### config.mk
export PLATFORM = sky130hd
export DESIGN_NAME = brg_rst_seq
export DESIGN_NICKNAME = d
export VERILOG_FILES = /design/src/rtl/brg_rst_pkg.sv /design/src/rtl/brg_rst_sync.sv /design/src/rtl/brg_core_seq.sv /design/src/rtl/brg_sec_seq.sv /design/src/rtl/brg_ctl_bit.sv /design/src/rtl/brg_rst_seq.sv
export SDC_FILE = /design/constraint.sdc
export NUM_CORES = 1
export LEC_CHECK = 0
export CAP_MARGIN = 30
export CELL_PAD_IN_SITES_DETAIL_PLACEMENT = 1
export CELL_PAD_IN_SITES_GLOBAL_PLACEMENT = 1
export CORE_MARGIN = 10
export CORE_UTILIZATION = 44
export DETAILED_ROUTE_END_ITERATION = 7
export GPL_ROUTABILITY_DRIVEN = 1
export GPL_TIMING_DRIVEN = 1
export MAX_ROUTING_LAYER = met4
export PLACE_DENSITY = 0.76
export SLEW_MARGIN = 20
export SYNTH_ARGS = -nofsm -noshare
export SYNTH_HDL_FRONTEND = slang
export SYNTH_SLANG_ARGS = --single-unit
### constraint.sdc
create_clock -name clk -period 2.2 [get_ports clk]
set_clock_uncertainty 0.15 [all_clocks]
set_input_delay 0.55 -clock clk [delete_from_list [all_inputs] [get_ports clk]]
set_output_delay 0.55 -clock clk [all_outputs]
set_load 0.05 [all_outputs]
### src/rtl/brg_rst_pkg.sv
package brg_rst_pkg;

    typedef enum logic {
        MODE_CONV = 1'b0,
        MODE_PCIX = 1'b1
    } bus_mode_e;

    typedef enum logic [1:0] {
        CORE_RESET,
        CORE_CONV_WAIT,
        CORE_PLL_WAIT,
        CORE_READY
    } core_state_e;

    typedef enum logic [1:0] {
        SEC_HOLD,
        SEC_WAIT_CLK,
        SEC_SETTLE,
        SEC_LIVE
    } sec_state_e;

    typedef struct packed {
        logic pri_hiz;
        logic sec_ad_low;
        logic sec_ctl_hiz;
    } pin_ctl_t;

    function automatic int unsigned us_to_cycles(input int unsigned mhz, input int unsigned us);
        return mhz * us;
    endfunction

    function automatic int unsigned cnt_bits(input int unsigned limit);
        return (limit < 2) ? 1 : $clog2(limit + 1);
    endfunction

endpackage

### src/rtl/brg_rst_sync.sv
module brg_rst_sync #(
    parameter int STAGES = 2
) (
    input  logic clk,
    input  logic arst_n,
    output logic rst_o
);
    logic [STAGES-1:0] shift_q;

    always_ff @(posedge clk or negedge arst_n) begin
        if (!arst_n) shift_q <= '0;
        else         shift_q <= {shift_q[STAGES-2:0], 1'b1};
    end

    assign rst_o = ~shift_q[STAGES-1];


    rel_after_input_chk: assert property (@(posedge clk) disable iff (!arst_n)
        $fell(rst_o) |-> $past(arst_n));

endmodule

### src/rtl/brg_core_seq.sv
module brg_core_seq
    import brg_rst_pkg::*;
#(
    parameter int unsigned CONV_HOLD = 7,
    parameter int unsigned PLL_CYC   = 5000
) (
    input  logic      clk,
    input  logic      rst,
    input  logic      mode_in,
    output logic      ready,
    output bus_mode_e mode_o
);
    localparam int CW = cnt_bits(CONV_HOLD);
    localparam int PW = cnt_bits(PLL_CYC);

    core_state_e    st_q;
    logic [CW-1:0]  conv_q;
    logic [PW-1:0]  pll_q;
    bus_mode_e      mode_q;

    always_ff @(posedge clk) begin
        if (rst) begin
            st_q   <= CORE_RESET;
            conv_q <= '0;
            pll_q  <= '0;
            mode_q <= bus_mode_e'(mode_in);
        end else begin
            unique case (st_q)
                CORE_RESET:
                    st_q <= (mode_q == MODE_PCIX) ? CORE_PLL_WAIT : CORE_CONV_WAIT;
                CORE_CONV_WAIT:
                    if (conv_q == CW'(CONV_HOLD - 1)) st_q <= CORE_READY;
                    else                              conv_q <= conv_q + 1'b1;
                CORE_PLL_WAIT:
                    if (pll_q == PW'(PLL_CYC - 1)) st_q <= CORE_READY;
                    else                           pll_q <= pll_q + 1'b1;
                default: ;
            endcase
        end
    end

    assign ready  = (st_q == CORE_READY) && !rst;
    assign mode_o = mode_q;


    mode_held_chk: assert property (@(posedge clk) disable iff (rst)
        !$past(rst) |-> $stable(mode_q));


    conv_only_in_conv_chk: assert property (@(posedge clk) disable iff (rst)
        (st_q == CORE_CONV_WAIT) |-> (mode_q == MODE_CONV));


    ready_from_wait_chk: assert property (@(posedge clk) disable iff (rst)
        (st_q == CORE_READY && $past(st_q) != CORE_READY) |->
            ($past(st_q) == CORE_CONV_WAIT || $past(st_q) == CORE_PLL_WAIT));

endmodule

### src/rtl/brg_sec_seq.sv
module brg_sec_seq
    import brg_rst_pkg::*;
#(
    parameter int unsigned SETTLE_CYC = 5000
) (
    input  logic clk,
    input  logic rst,
    input  logic hold,
    input  logic clk_stable,
    output logic rst_n_o
);
    localparam int TW = cnt_bits(SETTLE_CYC);

    sec_state_e    st_q;
    logic [TW-1:0] tmr_q;

    always_ff @(posedge clk) begin
        if (hold) begin
            st_q  <= SEC_HOLD;
            tmr_q <= '0;
        end else begin
            unique case (st_q)
                SEC_HOLD:
                    st_q <= SEC_WAIT_CLK;
                SEC_WAIT_CLK: begin
                    tmr_q <= '0;
                    if (clk_stable) st_q <= SEC_SETTLE;
                end
                SEC_SETTLE:
                    if (!clk_stable) begin
                        st_q  <= SEC_WAIT_CLK;
                        tmr_q <= '0;
                    end else if (tmr_q == TW'(SETTLE_CYC - 1)) begin
                        st_q <= SEC_LIVE;
                    end else begin
                        tmr_q <= tmr_q + 1'b1;
                    end
                default: ;
            endcase
        end
    end

    assign rst_n_o = (st_q == SEC_LIVE) && !hold;


    live_from_settle_chk: assert property (@(posedge clk) disable iff (rst)
        (st_q == SEC_LIVE && $past(st_q) != SEC_LIVE) |->
            ($past(st_q) == SEC_SETTLE && $past(clk_stable)));


    drop_restarts_chk: assert property (@(posedge clk) disable iff (rst)
        (st_q == SEC_SETTLE && !clk_stable && !hold) |=> (st_q == SEC_WAIT_CLK && tmr_q == '0));


    hold_returns_chk: assert property (@(posedge clk) disable iff (rst)
        hold |=> (st_q == SEC_HOLD && !rst_n_o));

endmodule

### src/rtl/brg_ctl_bit.sv
module brg_ctl_bit (
    input  logic clk,
    input  logic rst,
    input  logic enable,
    input  logic wr,
    input  logic wdata,
    output logic bit_o
);
    logic bit_q;

    always_ff @(posedge clk) begin
        if (rst)              bit_q <= 1'b0;
        else if (enable && wr) bit_q <= wdata;
    end

    assign bit_o = bit_q;


    blocked_write_chk: assert property (@(posedge clk) disable iff (rst)
        !enable |=> $stable(bit_q));

endmodule

### src/rtl/brg_rst_seq.sv
module brg_rst_seq
    import brg_rst_pkg::*;
#(
    parameter int unsigned CLK_MHZ   = 50,
    parameter int unsigned SETTLE_US = 100,
    parameter int unsigned PLL_US    = 100,
    parameter int unsigned CONV_HOLD = 7,
    parameter int          SYNC_STG  = 2
) (
    input  logic clk,
    input  logic prst_n,
    input  logic pcix_strap,
    input  logic cfg_wr,
    input  logic cfg_wdata,
    input  logic sec_clk_stable,
    output logic core_ready,
    output logic bus_mode_pcix,
    output logic sec_rst_ctl,
    output logic sec_rst_n,
    output logic pri_hiz,
    output logic sec_ad_park_low,
    output logic sec_ctl_hiz
);
    localparam int unsigned SETTLE_CYC = us_to_cycles(CLK_MHZ, SETTLE_US);
    localparam int unsigned PLL_CYC    = us_to_cycles(CLK_MHZ, PLL_US);

    logic      pri_rst;
    logic      ready;
    bus_mode_e mode;
    logic      ctl_bit;
    logic      sec_hold;
    logic      sec_rel_n;
    pin_ctl_t  pins;

    brg_rst_sync #(.STAGES(SYNC_STG)) u_sync (
        .clk    (clk),
        .arst_n (prst_n),
        .rst_o  (pri_rst)
    );

    brg_core_seq #(.CONV_HOLD(CONV_HOLD), .PLL_CYC(PLL_CYC)) u_core (
        .clk     (clk),
        .rst     (pri_rst),
        .mode_in (pcix_strap),
        .ready   (ready),
        .mode_o  (mode)
    );

    brg_ctl_bit u_ctl (
        .clk    (clk),
        .rst    (pri_rst),
        .enable (ready),
        .wr     (cfg_wr),
        .wdata  (cfg_wdata),
        .bit_o  (ctl_bit)
    );

    assign sec_hold = pri_rst | ctl_bit;

    brg_sec_seq #(.SETTLE_CYC(SETTLE_CYC)) u_sec (
        .clk        (clk),
        .rst        (pri_rst),
        .hold       (sec_hold),
        .clk_stable (sec_clk_stable),
        .rst_n_o    (sec_rel_n)
    );

    always_comb begin
        pins.pri_hiz     = !ready;
        pins.sec_ad_low  = !sec_rel_n;
        pins.sec_ctl_hiz = !sec_rel_n;
    end

    assign core_ready      = ready;
    assign bus_mode_pcix   = (mode == MODE_PCIX);
    assign sec_rst_ctl     = ctl_bit;
    assign sec_rst_n       = sec_rel_n;
    assign pri_hiz         = pins.pri_hiz;
    assign sec_ad_park_low = pins.sec_ad_low;
    assign sec_ctl_hiz     = pins.sec_ctl_hiz;


    bit_forces_sec_chk: assert property (@(posedge clk) disable iff (pri_rst)
        ctl_bit |-> !sec_rst_n);


    park_with_reset_chk: assert property (@(posedge clk) disable iff (pri_rst)
        !sec_rst_n |-> (sec_ad_park_low && sec_ctl_hiz));


    sec_after_core_chk: assert property (@(posedge clk) disable iff (pri_rst)
        $rose(sec_rst_n) |-> !$past(pri_rst));

endmodule

==> results of run 1 <==
## critical path: cells and delay by family (launching register included)
kind / cells / cell delay [ns]
adders and majority gates: 1 / 0.22
DFF: 1 / 0.43
buffers and inverters: 2 / 0.24
and+or+nand+nor: 1 / 0.20
## sequential cells by signal (all words and copies together) (netlist names)
signal          flops
u_core.conv_q       3
u_core.mode_o       1
u_core.pll_q       13
u_core.st_q         2
u_ctl.bit_o         1
u_sec.st_q          2
u_sec.tmr_q        13
u_sync.shift_q      2
## layout make-up
cell class,instances,share of cell area (%)
repair buffers,17,8.14
inverters,14,2.58
flip-flops and latches,37,34.9
clock buffers,7,3.96
multi-input cells,154,46.2
clock inverters,1,1.38
well taps,50,2.87
## layer usage
layer | part of all wire, % | vias to the layer above | track usage (%)
met1 | 44 | 742 | 12.5
met3 | 2.7 | 6 | 3.57
met5 | 0 | - | -
li1 | - | 779 | -
met4 | 1.6 | 0 | 5.09
met2 | 52 | 15 | 21.5
## cell families after synthesis
logic type | after synthesis | synth area share [%]
xor gates and xnor gates | 16 | 7.62
buffers and inverters | 19 | 4.29
other | 1 | 0.204
and+or+nand+nor | 87 | 25.7
adders and majority gates | 11 | 7.49
AOI/OAI and AO/OA | 39 | 13.3
DFF | 37 | 41.4
## placed cells by master (no fill, tap or decap), types with 2 or more instances in the layout
cell type,instances
dfxtp_1,33
xor2_1,3
ha_1,11
dfrtp_1,2
nand4_1,6
or3_2,2
inv_1,12
buf_4,9
nor3_1,6
nand4b_1,2
a31oi_1,3
nor2_1,21
xnor2_1,13
or3_1,6
nor4_1,7
o21ai_0,11
and2_1,2
nor2b_1,3
nand2b_1,2
or4b_1,2
nand3_1,8
clkbuf_8,6
buf_12,3
clkdlybuf4s50_1,5
a21oi_1,14
nand2_1,13
## stage by stage
step                      hold slack [ns]  total power [W]  util [%]  setup TNS [ns]  worst slack, ns
after floorplan                     0.104          0.00115         -               0            0.130
after global placement              0.192          0.00127      51.1               0            0.104
after detailed placement            0.187          0.00132      51.1         -0.0163          -0.0157
after CTS                           0.217          0.00193      54.0               0           0.0947
after global routing                0.225          0.00203      54.2               0          0.00570
final                               0.211          0.00190      54.2               0            0.118
## worst max-delay path by stage
stage | startpoint | to | slack (ns) | cells after the start
6_report | u_core.st_q[1]$_SDFFE_PN0P_ | pri_hiz | 0.12 | 4
5_1_grt | u_core.st_q[1]$_SDFFE_PN0P_ | pri_hiz | 0.006 | 4
4_1_cts | u_core.st_q[1]$_SDFFE_PN0P_ | pri_hiz | 0.09 | 4
3_5_place_dp | sec_clk_stable | u_sec.tmr_q[1]$_SDFFE_PP0P_ | -0.02 | 5
3_3_place_gp | sec_clk_stable | u_sec.tmr_q[3]$_SDFFE_PP0P_ | 0.10 | 5
2_1_floorplan | u_core.st_q[1]$_SDFFE_PN0P_ | pri_hiz | 0.13 | 3
## power by group through the flow
stage                     clock network (W)  registers [W]  logic, W
after CTS                          0.000626       0.000803  0.000502
after global placement                    0       0.000810  0.000463
after global routing               0.000663       0.000814  0.000557
after detailed placement                  0       0.000818  0.000501
final                              0.000605       0.000803  0.000494
after floorplan                           0       0.000808  0.000345
==> impl_metrics.json, run 1 <==
{
  "multiInputGateArea_mm2": 0.00101,
  "reg2reg_depth": 5,
  "track_usage_pct": 12.3,
  "whs_endpoint": "u_sync.shift_q[1]$_DFF_PN0_",
  "ir_drop_v": 0.000549,
  "initial_core_util_pct": 45.6,
  "cts_buffers": 5,
  "dieArea_mm2": 0.00716,
  "synth_fp_nets": 227,
  "maxSlewViolCount": 0,
  "dp_hpwl_um": 3010,
  "synth_edf_count": 1,
  "critical_path.cell_chain": "ha_1 -> and2_1 -> inv_1 -> buf_12",
  "first_pass_iters": 4,
  "vias": 1542,
  "ys.flop_type": "dfxtp_1",
  "pwr_density_cell_mw_per_mm2": 872,
  "ctsResizeCount": 0,
  "regToRegEndpoint": "u_sec.st_q[1]$_SDFFE_PP0P_",
  "grt_pass1_vias": 1615,
  "drive_above_1_share_pct": 12.6,
  "synthCells": 210,
  "setup_viol": 0,
  "ys_types": 43,
  "clkPwrFrac_pct": 31.8,
  "globalplace.congestion": 0.803,
  "core-area_mm2": 0.00403,
  "wl_um": 4110,
  "switching_share_pct": 30.1,
  "fill_cells": 477,
  "cts_sinks": 37,
  "pwr-share-comb_pct": 26.0,
  "globalRoute.totalOverflow": 0,
  "fmax_mhz": 480,
  "max_cap_viol_count": 0,
  "port_buffers": 12,
  "ys_ff_latch": 37,
  "leakage_nw": 0.739,
  "synthTopCellsByArea": "dfxtp_1 (37%), ha_1 (7.5%), xnor2_1 (6.2%)",
  "route.detailed.drc": 0,
  "cp-end-kind": "output pin",
  "slowest_delay_ns": 0.43,
  "status": "finished, final reports clean",
  "cp.required_ns": 1.50,
  "p_seq_share_pct": 42.2,
  "synth_area_per_cell_um2": 8.75,
  "layout_min_cycle_time_ns": 2.08,
  "relSlewSlack_pct": 63.3,
  "fin_cells": 280,
  "yosys_warnings": 0,
  "viasPerCell": 5.51,
  "r2r-start": "u_sec.tmr_q[0]$_SDFFE_PP0P_",
  "synth_seq_area_share_pct": 41.4,
  "worst_slew_pin_slew_ns": 0.547,
  "cp_max_fo": 5,
  "yosysTopAreaCell": "dfxtp_1",
  "p_switching_w": 0.000573,
  "root_buffer": "clkbuf_8",
  "nNetsFinal": 246,
  "yosysMostFrequentCell": "dfxtp_1",
  "clock_latency_ns": 0.29,
  "clock_path_buffers": 2,
  "rows": 23,
  "antenna_cells": 0,
  "synth_area_mm2": 0.00184,
  "antenna_found_initial": 0,
  "clk_pin_slew_ns": 0.07,
  "synth.top_cells.by_count": "dfxtp_1 (34), nor2_1 (21), a21oi_1 (14), nand2_1 (14)",
  "cpMaxStageDelayCell": "dfxtp_1",
  "synth_top_cell_area_share_pct": 37.0,
  "p_int_w": 0.00133,
  "placed_area_mm2": 0.00206,
  "drt_iter0_markers": 26,
  "htreeDepth": 2,
  "min_from": "u_sync.shift_q[0]$_DFF_PN0_",
  "final_area_mm2": 0.00218,
  "cp.arrival_ns": 1.38,
  "cts_tree": "yes",
  "grt_setup_unrepaired": "false",
  "hold_viol": 0,
  "hp-class": "reg -> reg",
  "drtAntennaViolNets": 0,
  "ios": 13,
  "fp.dieW_um": 84.6,
  "die_y_um": 84.6,
  "grt_pass1_wl_um": 7220,
  "wl_per_cell_um": 14.7,
  "grt_start_max_net_pins": 20,
  "syn_to_final_growth_pct": 18.7,
  "start_kind": "flip-flop",
  "rrSetupSlack_ns": 0.13,
  "worst-setup-path-type": "reg -> out",
  "register_area_um2": 762,
  "placedCellCount": 272,
  "synth-async-reset-ratio_pct": 5.41,
  "hold_depth": 0,
  "finalCritPeriodShare_pct": 94.6,
  "hold_buffers": 0,
  "cts_setup_buffers": 0
}
(Power assumes the default switching activity.)
==> run 2, diff against run 1 <==
==> constraint.sdc (replaced) <==
create_clock -name clk -period 2.2 [get_ports clk]
set_clock_uncertainty 0.15 [all_clocks]
set_input_delay 0.33 -clock clk [delete_from_list [all_inputs] [get_ports clk]]
set_output_delay 0.33 -clock clk [all_outputs]
set_load 0.05 [all_outputs]
==> run 2 against run 1 <==
- register-to-register slack gained 0.11 ns
- sequential share of layout area grew 0.80 points
- hold slack lost 0.16 ns
- critical path type is now reg -> reg
- critical endpoint is now u_sec.tmr_q[11]$_SDFFE_PP0P_
- fmax grew 6.2%
- setup slack gained 0.12 ns
==> impl_metrics.json, run 2 (synthesized netlist as in run 1, its figures left out) <==
{
  "htreeDepth": 2,
  "drtAntennaViolNets": 0,
  "ctsResizeCount": 0,
  "maxSlewViolCount": 0,
  "grt_pass1_wl_um": 7730,
  "met2_length_um": 2230,
  "status": "finished, final reports clean",
  "wl_um": 4220,
  "initial_core_util_pct": 45.6,
  "hold_buffers": 0,
  "crit_family": "simple AND/OR/NAND/NOR gates",
  "clock_latency_ns": 0.29,
  "core-area_mm2": 0.00403,
  "met1_length_um": 1850,
  "route.detailed.drc": 0,
  "hp-class": "in -> async",
  "layout_setup_ws_ns": 0.241,
  "max_cap_viol_count": 0,
  "first_pass_iters": 4,
  "fmax_mhz": 510,
  "highest_layer": "met4",
  "cp.required_ns": 2.24,
  "globalRoute.totalOverflow": 0,
  "cp_max_fo": 6,
  "root_buffer": "clkbuf_8",
  "final_common_cell": "dfxtp_1",
  "dp_hpwl_um": 3110,
  "setup_viol": 0,
  "cp_num_buf_inv": 1,
  "antenna_found_initial": 0,
  "vias": 1525,
  "cts_setup_buffers": 0,
  "dieArea_mm2": 0.00716,
  "cp.arrival_ns": 2.00,
  "setup_tns_ns": 0,
  "cpMaxStageDelayCell": "dfxtp_1",
  "antenna_cells": 0,
  "rows": 23,
  "track_usage_pct": 13.1,
  "pwr_density_cell_mw_per_mm2": 833,
  "relSlewSlack_pct": 62.7,
  "clk_pin_slew_ns": 0.07,
  "finalCritPeriodShare_pct": 89.1,
  "ir_drop_v": 0.000546,
  "slowest_delay_ns": 0.41,
  "layout_min_cycle_time_ns": 1.96,
  "syn_to_final_growth_pct": 15.9,
  "nNetsFinal": 247,
  "ios": 13,
  "reg_top3": "u_core.pll_q x13, u_sec.tmr_q x13, u_core.conv_q x3",
  "fill_cells": 491,
  "worst-setup-path-type": "reg -> reg",
  "grt_start_max_net_pins": 20,
  "wl_met3_um": 91,
  "grt_setup_unrepaired": "false",
  "cts_sinks": 37,
  "critical_path.cell_chain": "inv_1 -> ha_1 -> nand3b_1 -> nor4_1 -> xnor2_1 -> nor2_1",
  "wl_per_cell_um": 15.0,
  "fp.dieW_um": 84.6,
  "cts_tree": "yes",
  "viasPerCell": 5.43,
  "hold_viol": 0,
  "port_buffers": 12,
  "mostFrequentLayoutCells": "dfxtp_1 (34), nor2_1 (21), nand2_1 (14), a21oi_1 (14)",
  "clock_path_buffers": 2,
  "cts_buffers": 5,
  "worst_slew_pin_slew_ns": 0.556,
  "die_y_um": 84.6,
  "cp-end-kind": "flip-flop",
  "drive_above_1_share_pct": 9.96,
  "start_kind": "flip-flop",
  "drt_iter0_markers": 57,
  "globalplace.congestion": 0.872,
  "leakage_nw": 0.727,
  "grt_pass1_vias": 1656,
  "post-place-ws_ns": 0.250
}
==> run 2: worst register-to-register path: cells and delay by family, from the launching register on <==
| family | cells | cell delay (ns) |
|---|---|---|
| DFF | 1 | 0.41 |
| and+or+nand+nor | 3 | 0.74 |
| xor gates and xnor gates | 1 | 0.16 |
| adders and majority gates | 1 | 0.33 |
| buffers and inverters | 1 | 0.08 |
==> run 2: path summary, 6_finish.rpt <==
kind	from	endpoint	slack, ns	cells past startpoint
min in group clk	u_sync.shift_q[0]$_DFF_PN0_	u_sync.shift_q[1]$_DFF_PN0_	0.21	0
max reg2reg	u_sec.st_q[0]$_SDFFE_PP0P_	u_sec.tmr_q[11]$_SDFFE_PP0P_	0.24	6
max in group asynchronous	prst_n	u_sync.shift_q[0]$_DFF_PN0_	1.74	1
min	prst_n	u_sync.shift_q[1]$_DFF_PN0_	0.05	1
max	u_sec.st_q[0]$_SDFFE_PP0P_	u_sec.tmr_q[11]$_SDFFE_PP0P_	0.24	6
min reg2reg	u_sync.shift_q[0]$_DFF_PN0_	u_sync.shift_q[1]$_DFF_PN0_	0.21	0
==> run 2: power by group <==
part / internal (W) / leakage [nW] / switching (W) / total [W]
Sequential: 0.000734 / 0.308 / 0.0000674 / 0.000802
Clock: 0.000256 / 0.0455 / 0.000234 / 0.000490
Combinational: 0.000214 / 0.373 / 0.000268 / 0.000482
==> run 2: layout make-up <==
type | instances | area (um^2) | area share, %
clock buffer | 8 | 90.1 | 4.23
inverter | 14 | 52.6 | 2.47
multi-input combinational | 154 | 998 | 46.9
sequential | 37 | 761 | 35.7
tap | 50 | 62.6 | 2.94
timing repair buffer | 18 | 165 | 7.76
==> run 2: stage by stage <==
step / power [W] / instances / area [um^2] / utilization (%) / hold WS [ns]
3_5_place_dp: 0.00130 / 273 / 2040 / 50.6 / 0.186
3_3_place_gp: 0.00126 / 273 / 2040 / 50.6 / 0.189
5_1_grt: 0.00192 / 281 / 2130 / 52.9 / 0.0363
4_1_cts: 0.00180 / 281 / 2130 / 52.9 / 0.0341
2_1_floorplan: 0.00115 / 210 / 1840 / - / -0.116
6_report: 0.00177 / 281 / 2130 / 52.9 / 0.0467
==> run 2: per-layer routing <==
metal / GRT usage, % / up-vias
li1: - / 780
met1: 14.6 / 729
met2: 21.1 / 12
met3: 3.77 / 4
met4: 6.44 / 0
met5: - / -
==> run 3, diff against run 2 <==
Settings changed: SETUP_SLACK_MARGIN set to 0.3.
==> run 3 against run 2 <==
- first-iteration DRC count unchanged
- sequential share of layout area decreased by 3.3 points
- hold slack got worse by 0.012 ns
- flip-flop and latch count unchanged
- total power increased by 3.4%
- core utilization increased by 6.9 points
- count of clock-buffer cells in the layout decreased by 2
- critical path depth decreased by 1
- critical path type is now reg -> out
==> impl_metrics.json, run 3 (synthesized netlist as in run 1, its figures left out) <==
{
  "reg_top3": "u_core.pll_q x13, u_sec.tmr_q x13, u_core.conv_q x3",
  "post-place-ws_ns": 0.173,
  "hold_buffers": 0,
  "grt_setup_unrepaired": "true",
  "layout_min_cycle_time_ns": 1.91,
  "maxSlewViolCount": 0,
  "core-area_mm2": 0.00403,
  "track_usage_pct": 13.4,
  "hold_ws_ns": 0.0351,
  "antenna_cells": 0,
  "wl_per_cell_um": 16.2,
  "setup_viol": 0,
  "dp_hpwl_um": 3140,
  "viasPerCell": 5.48,
  "leakage_nw": 0.866,
  "fill_cells": 451,
  "rows": 23,
  "pwr_density_cell_mw_per_mm2": 762,
  "wl_um": 4800,
  "clock_path_buffers": 2,
  "antenna_found_initial": 0,
  "nNetsFinal": 262,
  "hold_viol": 0,
  "setup_tns_ns": 0,
  "die_y_um": 84.6,
  "relSlewSlack_pct": 61.8,
  "root_buffer": "clkbuf_8",
  "status": "finished, final reports clean",
  "route.detailed.drc": 0,
  "cp_max_fo": 7,
  "clock_latency_ns": 0.30,
  "dieArea_mm2": 0.00716,
  "finalCritPeriodShare_pct": 86.8,
  "initial_core_util_pct": 45.6,
  "ios": 13,
  "fp.dieW_um": 84.6,
  "drt_iter0_markers": 57,
  "power_w": 0.00183,
  "cp.required_ns": 1.72,
  "mostFrequentLayoutCells": "dfxtp_1 (25), buf_4 (24), nor2_1 (21)",
  "grt_start_max_net_pins": 20,
  "hp-class": "in -> async",
  "register_area_um2": 779,
  "final_common_cell": "dfxtp_1",
  "grt_pass1_vias": 1729,
  "cts_buffers": 5,
  "grt_pass1_wl_um": 7890,
  "layout_setup_ws_ns": 0.291,
  "placed_area_mm2": 0.00205,
  "cp.arrival_ns": 1.43,
  "port_buffers": 12,
  "globalplace.congestion": 0.817,
  "fmax_mhz": 524,
  "cts_sinks": 37,
  "cts_tree": "yes",
  "globalRoute.totalOverflow": 0,
  "first_pass_iters": 4,
  "drive_above_1_share_pct": 28.5,
  "ir_drop_v": 0.000543,
  "vias": 1623,
  "cp-end-kind": "output pin",
  "multiInputGateArea_mm2": 0.00115,
  "htreeDepth": 2,
  "drtAntennaViolNets": 0,
  "syn_to_final_growth_pct": 30.9,
  "start_kind": "flip-flop",
  "final_area_mm2": 0.00241,
  "max_cap_viol_count": 0,
  "clk_pin_slew_ns": 0.07,
  "worst-setup-path-type": "reg -> out",
  "worst_slew_pin_slew_ns": 0.569
}
## run 3: cell count changes in the layout (fill, tap and decap cells not counted), moves of 3 or more
cell | before | now
buf_4 | 10 | 24
dfxtp_1 | 34 | 25
nor4_1 | 8 | 1
dfxtp_2 | 0 | 6
nor4_2 | 0 | 5
ha_1 | 11 | 7
dfxtp_4 | 0 | 3
ha_2 | 0 | 3
## run 3: worst paths after layout
kind | start | to | slack [ns] | cells past startpoint
max in group asynchronous | prst_n | u_sync.shift_q[1]$_DFF_PN0_ | 1.74 | 1
setup reg to reg | u_core.pll_q[11]$_SDFFE_PN0P_ | u_core.st_q[0]$_SDFFE_PN0P_ | 0.30 | 5
min in group clk | u_sync.shift_q[0]$_DFF_PN0_ | u_sync.shift_q[1]$_DFF_PN0_ | 0.21 | 0
hold / removal | prst_n | u_sync.shift_q[0]$_DFF_PN0_ | 0.04 | 1
setup / recovery | u_sync.shift_q[1]$_DFF_PN0_ | sec_rst_n | 0.29 | 5
hold reg to reg | u_sync.shift_q[0]$_DFF_PN0_ | u_sync.shift_q[1]$_DFF_PN0_ | 0.21 | 0
## run 3: stage by stage
stage                     std cells  utilization [%]
final                           296             59.7
after global routing            296             59.7
after CTS                       290             55.2
after detailed placement        274             51.0
after global placement          274             51.0
after floorplan                 210                -
## run 3: worst max-delay path: stages, from the launching register on
cell and delay, ns:
dfrtp_1 0.44, nor2b_1 0.16, buf_4 0.16, nand2_2 0.11
clkinvlp_4 0.10, buf_12 0.15
## run 3: report_power, final
| part | internal (W) | switching [W] | total, W |
|---|---|---|---|
| combinational | 0.000262 | 0.000298 | 0.000560 |
| clock | 0.000219 | 0.000248 | 0.000467 |
| sequential | 0.000736 | 0.0000698 | 0.000806 |
## run 3: cell type report
| cell class | count | area share, % |
|---|---|---|
| Inverter | 14 | 2.34 |
| Multi-Input combinational cell | 154 | 47.9 |
| Timing Repair Buffer | 33 | 11.3 |
| Clock inverter | 2 | 0.416 |
| Sequential cell | 37 | 32.4 |
| Tap cell | 50 | 2.60 |
| Clock buffer | 6 | 3.02 |
## run 3: timing repair
action | CTS | global route
endpoints found under the setup margin | 15 | 30
buffers inserted | 7 | 6
gates cloned | 1 | 0
resized for setup | 11 | 29
pin swaps | 5 | 7
## run 3: per-layer routing
layer  wire length (um)  part of all wire, %  vias to the layer above  track usage (%)
met5                  0                    0                        -                -
met3                118                  2.5                       10             3.00
met2               2510                   52                       21             22.8
li1                   -                    -                      807                -
met4                 98                  2.0                        0             6.74
met1               2070                   43                      785             14.3
